--- src/rtl/i2c_watch_pkg.sv ---
package i2c_watch_pkg;

  typedef enum logic [1:0] {
    PH_LOW   = 2'd0,  // SCL low, between bits
    PH_FREE  = 2'd1,  // SCL high, not part of a counted bit
    PH_FIRST = 2'd2,  // SCL high, first slot of a byte
    PH_DATA  = 2'd3   // SCL high, later data bit or acknowledge slot
  } phase_e;

  typedef struct packed {
    logic start;
    logic rstart;
    logic stop;
    logic ack;
    logic nack;
  } evt_t;

  typedef struct packed {
    logic unstable;
    logic sda_intf;
    logic scl_intf;
  } fault_t;

endpackage

--- src/rtl/i2c_watch_sync.sv ---
module i2c_watch_sync #(
  parameter int unsigned       WIDTH   = 1,
  parameter int unsigned       STAGES  = 2,
  parameter logic [WIDTH-1:0]  RST_VAL = '0
) (
  input  logic             clk_i,
  input  logic             rst_ni,
  input  logic [WIDTH-1:0] d_i,
  output logic [WIDTH-1:0] q_o
);

  logic [WIDTH-1:0] stage_q [STAGES];

  for (genvar s = 0; s < STAGES; s++) begin : g_stage
    logic [WIDTH-1:0] stage_d;

    if (s == 0) begin : g_head
      assign stage_d = d_i;
    end else begin : g_tail
      assign stage_d = stage_q[s-1];
    end

    always_ff @(posedge clk_i or negedge rst_ni) begin
      if (!rst_ni) begin
        stage_q[s] <= RST_VAL;
      end else begin
        stage_q[s] <= stage_d;
      end
    end
  end

  assign q_o = stage_q[STAGES-1];

endmodule

--- src/rtl/i2c_watch_cond.sv ---
module i2c_watch_cond
  import i2c_watch_pkg::*;
#(
  parameter int unsigned BYTE_BITS = 8,
  localparam int unsigned CNT_W    = $clog2(BYTE_BITS + 1)
) (
  input  logic   clk_i,
  input  logic   rst_ni,
  input  logic   scl_i,
  input  logic   sda_i,
  output logic   scl_prev_o,
  output logic   sda_prev_o,
  output phase_e phase_o,
  output logic   active_o,
  output evt_t   evt_o
);

  localparam logic [CNT_W-1:0] ACK_SLOT = CNT_W'(BYTE_BITS);

  logic             scl_prev_q, sda_prev_q;
  phase_e           phase_q, phase_d;
  logic             active_q, active_d;
  logic             xfer_q, xfer_d;
  logic [CNT_W-1:0] cnt_q, cnt_d;
  evt_t             evt_q, evt_d;

  logic scl_rise, scl_fall, scl_hi, sda_fall, sda_rise, cond_ok;

  assign scl_rise = !scl_prev_q && scl_i;
  assign scl_fall = scl_prev_q && !scl_i;
  assign scl_hi   = scl_prev_q && scl_i;
  assign sda_fall = sda_prev_q && !sda_i;
  assign sda_rise = !sda_prev_q && sda_i;
  assign cond_ok  = (phase_q != PH_DATA);

  always_comb begin
    phase_d  = phase_q;
    active_d = active_q;
    xfer_d   = xfer_q;
    cnt_d    = cnt_q;
    evt_d    = '0;

    if (scl_rise) begin
      if (active_q) begin
        phase_d = (cnt_q == '0) ? PH_FIRST : PH_DATA;
        if (cnt_q == ACK_SLOT) begin
          evt_d.ack  = !sda_i;
          evt_d.nack = sda_i;
          cnt_d      = '0;
        end else begin
          cnt_d = cnt_q + CNT_W'(1);
        end
      end else begin
        phase_d = PH_FREE;
      end
    end else if (scl_fall) begin
      if (phase_q == PH_FIRST || phase_q == PH_DATA) begin
        xfer_d = 1'b1;
      end
      phase_d = PH_LOW;
    end else if (scl_hi && cond_ok) begin
      if (sda_fall) begin
        evt_d.rstart = active_q && xfer_q;
        evt_d.start  = !(active_q && xfer_q);
        active_d     = 1'b1;
        xfer_d       = 1'b0;
        cnt_d        = '0;
        phase_d      = PH_FREE;
      end else if (sda_rise) begin
        evt_d.stop = 1'b1;
        active_d   = 1'b0;
        xfer_d     = 1'b0;
        cnt_d      = '0;
        phase_d    = PH_FREE;
      end
    end
  end

  always_ff @(posedge clk_i or negedge rst_ni) begin
    if (!rst_ni) begin
      scl_prev_q <= 1'b1;
      sda_prev_q <= 1'b1;
      phase_q    <= PH_FREE;
      active_q   <= 1'b0;
      xfer_q     <= 1'b0;
      cnt_q      <= '0;
      evt_q      <= '0;
    end else begin
      scl_prev_q <= scl_i;
      sda_prev_q <= sda_i;
      phase_q    <= phase_d;
      active_q   <= active_d;
      xfer_q     <= xfer_d;
      cnt_q      <= cnt_d;
      evt_q      <= evt_d;
    end
  end

  assign scl_prev_o = scl_prev_q;
  assign sda_prev_o = sda_prev_q;
  assign phase_o    = phase_q;
  assign active_o   = active_q;
  assign evt_o      = evt_q;

endmodule

--- src/rtl/i2c_watch_fault.sv ---
module i2c_watch_fault
  import i2c_watch_pkg::*;
(
  input  logic   clk_i,
  input  logic   rst_ni,
  input  logic   scl_i,
  input  logic   sda_i,
  input  logic   scl_prev_i,
  input  logic   sda_prev_i,
  input  phase_e phase_i,
  input  logic   active_i,
  input  logic   scl_rel_i,
  input  logic   sda_rel_i,
  input  logic   clk_own_i,
  input  logic   data_own_i,
  input  logic   clear_i,
  output fault_t flags_o
);

  fault_t flags_q, flags_d, hit;
  logic   scl_hi, in_bit, stretch_ok;

  assign scl_hi     = scl_prev_i && scl_i;
  assign in_bit     = (phase_i == PH_FIRST) || (phase_i == PH_DATA);
  assign stretch_ok = active_i && (phase_i == PH_LOW);

  always_comb begin
    hit          = '0;
    hit.unstable = scl_hi && (phase_i == PH_DATA) && (sda_i != sda_prev_i);
    hit.sda_intf = data_own_i && sda_rel_i && scl_hi && in_bit && !sda_i;
    hit.scl_intf = clk_own_i && scl_rel_i && !scl_i && !stretch_ok;
    flags_d      = (clear_i ? fault_t'('0) : flags_q) | hit;
  end

  always_ff @(posedge clk_i or negedge rst_ni) begin
    if (!rst_ni) begin
      flags_q <= '0;
    end else begin
      flags_q <= flags_d;
    end
  end

  assign flags_o = flags_q;

endmodule

--- src/rtl/i2c_line_watch.sv ---
module i2c_line_watch
  import i2c_watch_pkg::*;
#(
  parameter int unsigned BYTE_BITS   = 8,
  parameter int unsigned SYNC_STAGES = 2
) (
  input  logic clk_i,
  input  logic rst_ni,
  input  logic scl_line_i,
  input  logic sda_line_i,
  input  logic scl_drive_i,
  input  logic sda_drive_i,
  input  logic clk_owner_i,
  input  logic data_owner_i,
  input  logic fault_clear_i,
  output logic start_o,
  output logic rstart_o,
  output logic stop_o,
  output logic ack_o,
  output logic nack_o,
  output logic sda_unstable_o,
  output logic sda_interf_o,
  output logic scl_interf_o
);

  localparam int unsigned     LANES    = 6;
  localparam logic [LANES-1:0] LANE_RST = 6'b00_1111;

  // Reset: asserted asynchronously, released on the clock.
  logic [1:0] rst_pipe_q;
  logic       rst_n;

  always_ff @(posedge clk_i or negedge rst_ni) begin
    if (!rst_ni) begin
      rst_pipe_q <= 2'b00;
    end else begin
      rst_pipe_q <= {rst_pipe_q[0], 1'b1};
    end
  end
  assign rst_n = rst_pipe_q[1];

  // Bus levels and own drive travel through the same stages to stay aligned.
  logic [LANES-1:0] lane_raw, lane_s;

  assign lane_raw = {data_owner_i, clk_owner_i, sda_drive_i, scl_drive_i,
                     sda_line_i, scl_line_i};

  i2c_watch_sync #(
    .WIDTH  (LANES),
    .STAGES (SYNC_STAGES),
    .RST_VAL(LANE_RST)
  ) u_sync (
    .clk_i (clk_i),
    .rst_ni(rst_n),
    .d_i   (lane_raw),
    .q_o   (lane_s)
  );

  logic   scl_prev, sda_prev, active;
  phase_e phase;
  evt_t   evt;
  fault_t flags;

  i2c_watch_cond #(
    .BYTE_BITS(BYTE_BITS)
  ) u_cond (
    .clk_i     (clk_i),
    .rst_ni    (rst_n),
    .scl_i     (lane_s[0]),
    .sda_i     (lane_s[1]),
    .scl_prev_o(scl_prev),
    .sda_prev_o(sda_prev),
    .phase_o   (phase),
    .active_o  (active),
    .evt_o     (evt)
  );

  i2c_watch_fault u_fault (
    .clk_i     (clk_i),
    .rst_ni    (rst_n),
    .scl_i     (lane_s[0]),
    .sda_i     (lane_s[1]),
    .scl_prev_i(scl_prev),
    .sda_prev_i(sda_prev),
    .phase_i   (phase),
    .active_i  (active),
    .scl_rel_i (lane_s[2]),
    .sda_rel_i (lane_s[3]),
    .clk_own_i (lane_s[4]),
    .data_own_i(lane_s[5]),
    .clear_i   (fault_clear_i),
    .flags_o   (flags)
  );

  assign start_o        = evt.start;
  assign rstart_o       = evt.rstart;
  assign stop_o         = evt.stop;
  assign ack_o          = evt.ack;
  assign nack_o         = evt.nack;
  assign sda_unstable_o = flags.unstable;
  assign sda_interf_o   = flags.sda_intf;
  assign scl_interf_o   = flags.scl_intf;

endmodule

--- config.mk ---
export PLATFORM = sky130hd
export DESIGN_NAME = i2c_line_watch
export DESIGN_NICKNAME = d
export VERILOG_FILES = /design/src/rtl/i2c_watch_pkg.sv /design/src/rtl/i2c_watch_sync.sv /design/src/rtl/i2c_watch_cond.sv /design/src/rtl/i2c_watch_fault.sv /design/src/rtl/i2c_line_watch.sv
export SDC_FILE = /design/constraint.sdc
export NUM_CORES = 1
export LEC_CHECK = 0
export ABC_AREA = 0
export ABC_CLOCK_PERIOD_IN_PS = 1300
export CORE_MARGIN = 5
export CORE_UTILIZATION = 40
export CTS_CLUSTER_SIZE = 28
export DETAILED_ROUTE_END_ITERATION = 8
export GPL_ROUTABILITY_DRIVEN = 0
export PLACE_DENSITY = 0.68
export SLEW_MARGIN = 15
export SYNTH_ARGS = -nofsm -noshare
export SYNTH_HDL_FRONTEND = slang
export SYNTH_HIERARCHICAL = 1
export SYNTH_SLANG_ARGS = --single-unit
--- constraint.sdc ---
create_clock -name clk_i -period 1.3 [get_ports clk_i]
set_input_delay 0.325 -clock clk_i [delete_from_list [all_inputs] [get_ports clk_i]]
set_output_delay 0.325 -clock clk_i [all_outputs]
set_load 0.005 [all_outputs]
; ---- Yosys cells after proc, flatten, opt, wreduce, memory -nomap -nowiden
; Cells that the tools add are included.
[op_classes]
n_lt_le_gt_ge = 0
n_mul = 0
div = 0
bitwise_logic = 3
shift = 0
eq_ne = 8
add_sub_neg = 1
n_mux = 30
n_reduce_logical = 37
[ops]
columns = cell, n
row1 = $mux W4, 7
row2 = $mux W2, 10
row3 = $logic_and A1 B1 Y1, 17
row4 = $mux W3, 4
row5 = $reduce_and A4 Y1, 3
row6 = $mux W1, 9
row7 = $reduce_bool A3 Y1, 3
row8 = $logic_not A1 Y1, 6
row9 = $reduce_bool A2 Y1, 3
row10 = $add A4 B1 Y4 const B, 1
row11 = $eq A2 B2 Y1 const B, 2
row12 = $eq A4 B4 Y1 const B, 1
row13 = $logic_not A4 Y1, 1
row14 = $ne A2 B1 Y1 const B, 2
row15 = $ne A2 B2 Y1 const B, 2
row16 = $reduce_bool A4 Y1, 1
row17 = $or A3 B3 Y3, 1
row18 = $logic_not A2 Y1, 1
row19 = $not A1 Y1, 2
row20 = $reduce_and A2 Y1, 1
row21 = $logic_or A1 B1 Y1, 1
row22 = $ne A1 B1 Y1, 1
[totals]
ram_bits = 0
latch_bits = 0
wordCells = 96
mem_bits_ro = 0
out_inout_bits = 8
reg_bits = 32
memories = 0
inputBits = 9

; ---- Longest topological paths before layout
; Gate-level depths: netlist of the first run.
[logic_depth]
word_depth = 7
ltp_mapped = 6
ltp_nobuf = 5

; ---- By module
; The synthesis of the first run kept the hierarchy.
[modules_own_cells]
columns = module, seq_area_each_um2, cells_each, instances, area_per_inst_um2
row1 = i2c_watch_cond, 379.1, 66, 1, 775.7
row2 = i2c_watch_sync, 310.3, 12, 1, 310.3
row3 = i2c_watch_fault, 75.1, 15, 1, 160.2
row4 = i2c_line_watch, 50.0, 3, 1, 53.8

; ---- Worst setup path after synthesis of the first run
; Ideal clock, no wire load.
[synth_timing]
path_kind = register -> register
start = register u_cond.scl_prev_q, in the netlist u_cond/scl_prev_o
end = register u_cond.cnt_q[3]
required_time_ns = 1.174
setup_slack_ns = -0.290
setup_time_ns = 0.126
stages_incl_launch_ff = 6
arrival_time_ns = 1.463
cell_sequence = dfstp_2 > inv_1 > ha_1 > nor2_1 > o211ai_2 > a311o_1
[synth_between]
elab_chain_len = 4
word_cells_on_any_way = 11
classes_between = eq/ne: 2 / mux: 1 / reduce/logical: 8
[synth_rtl]
columns = item, line
row1 = "start, declared", i2c_watch_cond.sv:20  ; logic scl_prev_q, sda_prev_q;
row2 = "start signal, assigned", i2c_watch_cond.sv:89  ; scl_prev_q <= scl_i;
row3 = $logic_not A1 Y1 or $logic_and A1 B1 Y1 (tied branches), "i2c_watch_cond.sv:29, i2c_watch_cond.sv:31"
row4 = $logic_and A1 B1 Y1 (on tied branches), "i2c_watch_cond.sv:29, i2c_watch_cond.sv:61"
row5 = "$ne A2 B1 Y1 (no source line), or another cell as far along", -
row6 = $reduce_and A4 Y1 (no source line), -
row7 = "end signal, assigned", i2c_watch_cond.sv:94  ; cnt_q <= cnt_d;
row8 = "end, declared", i2c_watch_cond.sv:24  ; logic [CNT_W-1:0] cnt_q, cnt_d;
; Several ways; a longest one is shown, not always the timed one.
; A chain may end at the register's enable or synchronous reset.

; ---- Final worst setup path of the first run
; Ends and elaborated chain as after synthesis.

==> results of run 1 <==
-- worst max-delay path by stage --
| stage | end | from |
|---|---|---|
| 2_1_floorplan | u_cond/cnt_q[3] | u_sync/q_o[0] |
| 3_3_place_gp | u_cond/phase_o[0] | u_sync/q_o[0] |
| 3_5_place_dp | u_cond/phase_o[0] | u_sync/q_o[0] |
| 4_1_cts | u_cond/phase_o[0] | u_sync/q_o[0] |
| 5_1_grt | u_cond/cnt_q[2] | u_sync/q_o[0] |
| 6_report | u_cond/cnt_q[3] | u_cond/scl_prev_o |
-- per-layer routing --
layer  track usage  up-vias  share of wire
met2         0.237       26           0.52
li1              -      428              -
met1         0.145      425           0.39
met5             0        -              0
met3        0.0607       11          0.066
met4        0.0684        0          0.026
-- cells by family (layout without fill, tap and decap cells) --
group / after synthesis / after routing / synth area share
xor gates and xnor gates: 1 / 1 / 0.00674
buffers and inverters: 17 / 67 / 0.0549
and+or+nand+nor: 20 / 20 / 0.0828
muxes: 3 / 3 / 0.0250
AOI/OAI and AO/OA: 15 / 15 / 0.134
adders and majority gates: 7 / 7 / 0.0674
DFF: 32 / 32 / 0.627
other: 1 / 1 / 0.00288
-- cell usage after synthesis (2+ instances only) --
cell type                 number  share of area
sky130_fd_sc_hd__a311o_1       2          0.015
sky130_fd_sc_hd__a31o_2        2          0.013
sky130_fd_sc_hd__and3_1        3          0.014
sky130_fd_sc_hd__dfrtp_1      21           0.40
sky130_fd_sc_hd__dfstp_2      11           0.22
sky130_fd_sc_hd__ha_1          7          0.067
sky130_fd_sc_hd__inv_1        16          0.046
sky130_fd_sc_hd__mux2_2        2          0.017
sky130_fd_sc_hd__nand2_1       3         0.0087
sky130_fd_sc_hd__nand3_1       4          0.015
sky130_fd_sc_hd__nor2_1        3         0.0087
sky130_fd_sc_hd__nor3_1        2         0.0077
sky130_fd_sc_hd__o32ai_2       2          0.025
-- sequential cells by signal, indices dropped and copies added (netlist names) --
register / flops
u_sync/q_o: 6
u_cond/active_o: 1
u_cond/sda_prev_o: 1
u_cond/scl_prev_o: 1
rst_pipe_q: 2
u_cond/cnt_q: 4
u_fault/flags_o: 3
u_cond/xfer_q: 1
u_cond/phase_o: 2
u_cond/evt_o: 5
u_sync/g_stage.stage_d: 6
-- through the flow --
stage	area, sq um	setup TNS (ns)	setup slack (ns)	hold WS, ns
6_report	1910	-1.80	-0.240	0.147
5_1_grt	1910	-2.61	-0.300	0.113
4_1_cts	1880	-1.74	-0.240	0.136
3_5_place_dp	1740	-1.83	-0.290	0.272
3_3_place_gp	1740	-1.47	-0.233	0.252
2_1_floorplan	1360	-1.09	-0.193	0.0294
-- layout make-up --
class                   instances  area share
flip-flops and latches         32       0.427
multi-input cells              47       0.277
repair buffers                 43       0.187
clock buffers                   7      0.0341
inverters                      16      0.0315
well taps                      44      0.0288
clock inverters                 1      0.0157
-- layout by cell type (no fill, tap or decap), types with 2 or more instances in the layout --
cell,instances
sky130_fd_sc_hd__buf_4,23
sky130_fd_sc_hd__dfrtp_1,21
sky130_fd_sc_hd__inv_1,12
sky130_fd_sc_hd__dfstp_2,11
sky130_fd_sc_hd__clkdlybuf4s50_1,8
sky130_fd_sc_hd__clkbuf_2,6
sky130_fd_sc_hd__clkbuf_4,5
sky130_fd_sc_hd__inv_2,4
sky130_fd_sc_hd__nand3_1,4
sky130_fd_sc_hd__ha_4,4
sky130_fd_sc_hd__and3_4,3
sky130_fd_sc_hd__nand2_1,3
sky130_fd_sc_hd__ha_1,3
sky130_fd_sc_hd__buf_6,3
sky130_fd_sc_hd__clkbuf_8,2
sky130_fd_sc_hd__clkdlybuf4s15_1,2
sky130_fd_sc_hd__nor2_4,2
sky130_fd_sc_hd__nor3_1,2
sky130_fd_sc_hd__a311o_1,2
sky130_fd_sc_hd__a31o_2,2
sky130_fd_sc_hd__o32ai_2,2
-- power by group through the flow --
| stage | clock network, uW | registers [uW] | logic (uW) |
|---|---|---|---|
| 2_1_floorplan | 0 | 1210 | 243 |
| 3_3_place_gp | 0 | 1180 | 548 |
| 3_5_place_dp | 0 | 1190 | 562 |
| 4_1_cts | 864 | 1170 | 595 |
| 5_1_grt | 945 | 1180 | 690 |
| 6_report | 845 | 1170 | 626 |
-- repair_timing --
action | CTS | global route
hold buffers | 0 | 0
endpoints found under the setup margin | 20 | 21
pin swaps | 7 | 5
gates resized for setup | 19 | 17
setup buffers | 3 | 2
-- worst max-delay path: stages, from the launching register on --
cell and delay, ns:
sky130_fd_sc_hd__dfstp_2 0.59, sky130_fd_sc_hd__inv_2 0.06, sky130_fd_sc_hd__ha_4 0.18, sky130_fd_sc_hd__buf_6 0.12, sky130_fd_sc_hd__and4_1 0.16, sky130_fd_sc_hd__a311o_1 0.32
==> load_flow_metrics.sql, run 1 <==
INSERT INTO impl_metrics (metric_group, metric, value, unit) VALUES
('power', 'cell_internal_pwr', '1950', 'uW'),
('finish', 'finalCoreUtilization', '0.620', ''),
('critical_path', 'path_max_fanout', '4', ''),
('floorplan', 'die-width', '67.0', 'um'),
('sta', 'finalSetupViolCount', '13', ''),
('power', 'p_seq_frac', '0.443', ''),
('logic_synthesis', 'yosys_most_used_dff', 'sky130_fd_sc_hd__dfrtp_1', ''),
('clock_network', 'clock_sinks', '32', ''),
('route', 'first_pass_iters', '4', ''),
('finish', 'antenna_cells_inserted', '0', ''),
('finish', 'seqCellArea', '815', 'sq um'),
('finish', 'multiInputGateArea', '528', 'sq um'),
('sta', 'report.final.slew_viol_count', '0', ''),
('floorplan', 'fp.dieH', '67.0', 'um'),
('route', 'via_to_cell_ratio', '4.68', ''),
('floorplan', 'pin_count', '17', ''),
('finish', 'post_route_cells_drive_above_1_share', '0.534', ''),
('run_status', 'violations', 'setup timing', ''),
('sta', 'fin_skew', '0.00815', 'ns'),
('route', 'routed_wl', '2500', 'um'),
('route', 'via_count', '890', ''),
('finish', 'layout-area-overhead-vs-synth', '46.9', '%'),
('route', 'remaining_drc_errors', '0', ''),
('placement', 'dpl.cell_count', '177', ''),
('clock_network', 'skew_pair_late_insertion_delay', '0.34', 'ns'),
('clock_network', 'clockRootBuffer', 'sky130_fd_sc_hd__clkbuf_4', ''),
('logic_synthesis', 'synthesized_instance_count', '96', ''),
('power', 'power_frac_clock', '0.320', ''),
('clock_network', 'clk_path_buf_depth', '2', ''),
('placement', 'post-dp-hpwl', '1810', 'um'),
('sta', 'maxClockFrequency', '649', 'MHz'),
('critical_path', 'critPathArrivalTime', '1.76', 'ns'),
('critical_path', 'end_kind', 'register', ''),
('floorplan', 'starting_density', '0.422', ''),
('run', 'max_cap_viol_count', '0', ''),
('global_route', 'grt_start_max_net_pins', '31', ''),
('critical_path', 'critPathLaunchType', 'register', ''),
('critical_path', 'reg2reg_from', 'u_cond/scl_prev_o', ''),
('critical_path', 'worst_ep_required_time', '1.52', 'ns'),
('clock_network', 'cts-htree-levels', '2', ''),
('finish', 'final_cells', '190', ''),
('power', 'p_leak', '0.000870', 'uW'),
('power', 'highest_ir_drop_seen_on_vdd', '717', 'uV'),
('finish', 'nets_finish', '161', ''),
('sta', 'finalHoldViolCount', '0', ''),
('global_route', 'grt_antenna_before_repair', '0', ''),
('logic_synthesis', 'synth.ff_latch_count', '32', ''),
('global_route', 'grt_pass1_wl', '4490', 'um'),
('route', 'drtAntennaViolNets', '0', ''),
('placement', 'place.port_buffers', '16', ''),
('logic_synthesis', 'synth-edff-count', '0', ''),
('global_route', 'gr-usage-all-layers', '0.139', ''),
('sta', 'post-route-min-period', '1.54', 'ns'),
('floorplan', 'die_area', '0.00449', 'sq mm'),
('run_status', 'outcome', 'complete, but fails checks', ''),
('sta', 'post-route-period-util', '1.18', ''),
('logic_synthesis', 'synth_nets', '112', ''),
('critical_path', 'rr_worst_depth', '5', ''),
('logic_synthesis', 'post_synth_instance_area', '0.00130', 'sq mm'),
('global_route', 'grt.overflow.total', '0', ''),
('finish', 'fillCellCount', '262', ''),
('critical_path', 'ff2ff_setup_slack', '-0.24', 'ns'),
('clock_network', 'cts-buffers-inserted', '5', ''),
('power', 'p_per_area', '1380', 'mW/mm^2'),
('power', 'totalPowerFinal', '2640', 'uW'),
('logic_synthesis', 'netlist-cell-type-count', '31', ''),
('hold_path', 'hold_class', 'input pin to async pin', ''),
('power', 'combinational_cell_fraction_of_total_power', '0.237', ''),
('route', 'initialDrtViolationCount', '62', ''),
('clock_network', 'cts_tree', 'built', ''),
('route', 'wl_per_cell', '13.1', 'um'),
('critical_path', 'path_class', 'register to register', ''),
('logic_synthesis', 'asyncSetResetFlopFracSynth', '1.00', ''),
('clock_network', 'clkSlewWorstSetupHoldPaths', '0.10', 'ns'),
('sta', 'grt_setup_unrepaired', 'yes', ''),
('global_route', 'grt_pass1_vias', '962', ''),
('power', 'switching_share', '0.260', ''),
('sta', 'final_ws_setup', '-0.240', 'ns'),
('floorplan', 'rows', '20', ''),
('logic_synthesis', 'avgSynthCellArea', '13.5', 'sq um'),
('power', 'power.net_switching', '688', 'uW'),
('logic_synthesis', 'yosysWarnings', '6', ''),
('floorplan', 'core_area', '0.00308', 'sq mm'),
('logic_synthesis', 'synth_seq_area_share', '0.627', ''),
('critical_path', 'rr_endpoint', 'u_cond/cnt_q[3]', '');
Note: power is estimated with default switching activity, not from simulation.
==> inputs of run 2 (changes only) <==
GPL_TIMING_DRIVEN = 0   (was not set)
HOLD_SLACK_MARGIN = 0.15   (was not set)
==> run 2 against run 1 <==
Effect of this change: the run still ends with setup timing left; clock skew is 0.0023 ns lower; routed wire length is 5.2% lower; fmax decreased by 4.2%; total power fell by 11%; critical path depth decreased by 1; clock power is 13% lower; sequential cell count stayed put; clock-buffer cell count shrank 1; non-clock buffer count down 17; sequential share of layout area grew 3.9 points; setup slack got worse by 0.067 ns; hold slack improved by 0.15 ns; critical endpoint is now u_cond/cnt_q[2]; largest power group unchanged; highest routed layer unchanged.
==> load_flow_metrics.sql, run 2 (synthesized netlist as in run 1, its figures left out) <==
INSERT INTO impl_metrics (metric_group, metric, value, unit) VALUES
('finish', 'final_cell_area', '0.00175', 'sq mm'),
('clock_network', 'clock_sinks', '32', ''),
('route', 'wl_per_cell', '13.7', 'um'),
('route', 'routed_wl', '2370', 'um'),
('global_route', 'grt_antenna_before_repair', '0', ''),
('finish', 'layout-area-overhead-vs-synth', '34.6', '%'),
('sta', 'report.final.slew_viol_count', '0', ''),
('critical_path', 'path_max_fanout', '5', ''),
('hold_path', 'hold_class', 'register to async pin', ''),
('critical_path', 'rr_worst_depth', '4', ''),
('route', 'remaining_drc_errors', '0', ''),
('critical_path', 'path_class', 'register to register', ''),
('sta', 'maxClockFrequency', '622', 'MHz'),
('route', 'via_count', '856', ''),
('floorplan', 'die_area', '0.00449', 'sq mm'),
('power', 'p_seq_frac', '0.521', ''),
('global_route', 'grt_pass1_vias', '880', ''),
('power', 'p_per_area', '1350', 'mW/mm^2'),
('clock_network', 'cts_tree', 'built', ''),
('power', 'highest_ir_drop_seen_on_vdd', '780', 'uV'),
('finish', 'multiInputGateArea', '509', 'sq um'),
('run_status', 'outcome', 'complete, but fails checks', ''),
('route', 'drtAntennaViolNets', '0', ''),
('sta', 'max_slew.worst_pin.slew', '0.634', 'ns'),
('clock_network', 'clockRootBuffer', 'sky130_fd_sc_hd__clkbuf_4', ''),
('placement', 'dpl.cell_count', '156', ''),
('sta', 'post-route-min-period', '1.61', 'ns'),
('run_status', 'violations', 'setup timing', ''),
('finish', 'fillCellCount', '268', ''),
('power', 'switching_share', '0.276', ''),
('global_route', 'grt_start_max_net_pins', '31', ''),
('finish', 'antenna_cells_inserted', '0', ''),
('power', 'p_leak', '0.000773', 'uW'),
('run', 'max_cap_viol_count', '0', ''),
('power', 'combinational_cell_fraction_of_total_power', '0.166', ''),
('placement', 'placed_area', '0.00157', 'sq mm'),
('power', 'power_frac_clock', '0.312', ''),
('route', 'via_to_cell_ratio', '4.95', ''),
('finish', 'final_cells', '173', ''),
('placement', 'post-dp-hpwl', '1490', 'um'),
('critical_path', 'critPathArrivalTime', '1.83', 'ns'),
('floorplan', 'core_area', '0.00308', 'sq mm'),
('clock_network', 'clk_path_buf_depth', '2', ''),
('finish', 'highest_count_cells_in_the_layout_ignoring_fill_and_taps', 'sky130_fd_sc_hd__dfrtp_1, sky130_fd_sc_hd__inv_1, sky130_fd_sc_hd__dfstp_2, sky130_fd_sc_hd__clkdlybuf4s50_1, sky130_fd_sc_hd__buf_4', ''),
('sta', 'maxSlewHeadroom', '0.577', ''),
('sta', 'post-route-period-util', '1.24', ''),
('floorplan', 'starting_density', '0.422', ''),
('floorplan', 'rows', '20', ''),
('route', 'first_pass_iters', '4', ''),
('finish', 'post_route_cells_drive_above_1_share', '0.426', ''),
('sta', 'fin_skew', '0.00581', 'ns'),
('sta', 'final_ws_setup', '-0.308', 'ns'),
('critical_path', 'worst_ep_required_time', '1.52', 'ns'),
('clock_network', 'skew_pair_late_insertion_delay', '0.33', 'ns'),
('sta', 'finalHoldViolCount', '0', ''),
('critical_path', 'end_kind', 'register', ''),
('critical_path', 'critPathLaunchType', 'register', ''),
('finish', 'seqCellArea', '816', 'sq um'),
('route', 'initialDrtViolationCount', '53', ''),
('power', 'totalPowerFinal', '2360', 'uW'),
('critical_path', 'ff2ff_setup_slack', '-0.31', 'ns'),
('sta', 'grt_setup_unrepaired', 'yes', ''),
('finish', 'mostFrequentLayoutCell', 'sky130_fd_sc_hd__dfrtp_1', ''),
('placement', 'place.port_buffers', '16', ''),
('finish', 'nets_finish', '144', ''),
('sta', 'setup-tns-final', '-2.67', 'ns'),
('clock_network', 'clkSlewWorstSetupHoldPaths', '0.10', 'ns'),
('floorplan', 'fp.dieH', '67.0', 'um'),
('clock_network', 'cts-htree-levels', '2', ''),
('sta', 'finalSetupViolCount', '13', ''),
('power', 'cell_internal_pwr', '1710', 'uW'),
('global_route', 'grt.overflow.total', '0', ''),
('floorplan', 'pin_count', '17', ''),
('clock_network', 'cts-buffers-inserted', '5', ''),
('power', 'power.net_switching', '650', 'uW'),
('floorplan', 'die-width', '67.0', 'um'),
('global_route', 'gr-usage-all-layers', '0.127', ''),
('global_route', 'grt_pass1_wl', '4030', 'um');
-- run 2: layout make-up --
type,count,area share
Buffer,1,0.00643
Clock buffer,6,0.0236
Clock inverter,2,0.0200
Inverter,16,0.0343
Multi-Input combinational cell,47,0.291
Sequential cell,32,0.466
Tap cell,44,0.0315
Timing Repair Buffer,25,0.127
-- run 2: repair_timing --
| action | CTS | global route |
|---|---|---|
| endpoints found under the hold margin | 2 | 0 |
| gates resized for setup | 16 | 13 |
| buffers inserted | 7 | 1 |
| pin swaps | 2 | 5 |
| hold buffers | 1 | 0 |
| endpoints found under the setup margin | 19 | 21 |
-- run 2: power by group through the flow --
| stage | Clock [uW] | Combinational (uW) | Sequential, uW |
|---|---|---|---|
| after floorplan | 0 | 243 | 1210 |
| after global placement | 0 | 308 | 1230 |
| after detailed placement | 0 | 318 | 1240 |
| after CTS | 746 | 372 | 1220 |
| after global routing | 808 | 439 | 1250 |
| final | 736 | 392 | 1230 |
-- run 2: layer usage --
metal	track usage	wire length (um)	up-vias
li1	-	-	393
met1	0.135	977	432
met2	0.213	1220	27
met3	0.0607	147	4
met4	0.0532	23	0
met5	0	0	-
-- run 2: path summary, 6_finish.rpt --
path | start | end
min in group clk_i | rst_pipe_q[0] | rst_pipe_q[1]
worst max-delay path | u_sync/q_o[0] | u_cond/cnt_q[2]
max in group asynchronous | rst_ni | rst_pipe_q[1]
worst min register to register | rst_pipe_q[1] | u_sync/q_o[4]
worst max register to register | u_sync/q_o[0] | u_cond/cnt_q[2]
worst min-delay path | rst_pipe_q[1] | u_sync/q_o[4]
-- run 2: worst max-delay path, cell delays in order (launching register included) --
cell,delay (ns)
sky130_fd_sc_hd__dfstp_2,0.64
sky130_fd_sc_hd__ha_4,0.15
sky130_fd_sc_hd__a21boi_4,0.23
sky130_fd_sc_hd__o211ai_4,0.14
sky130_fd_sc_hd__a311o_1,0.34
-- run 2: metrics by stage --
stage,utilization,hold WS (ns),setup slack (ns)
2_1_floorplan,-,0.0294,-0.193
3_3_place_gp,0.510,0.331,-0.310
3_5_place_dp,0.510,0.339,-0.351
4_1_cts,0.561,0.361,-0.304
5_1_grt,0.569,0.365,-0.358
6_report,0.569,0.295,-0.308
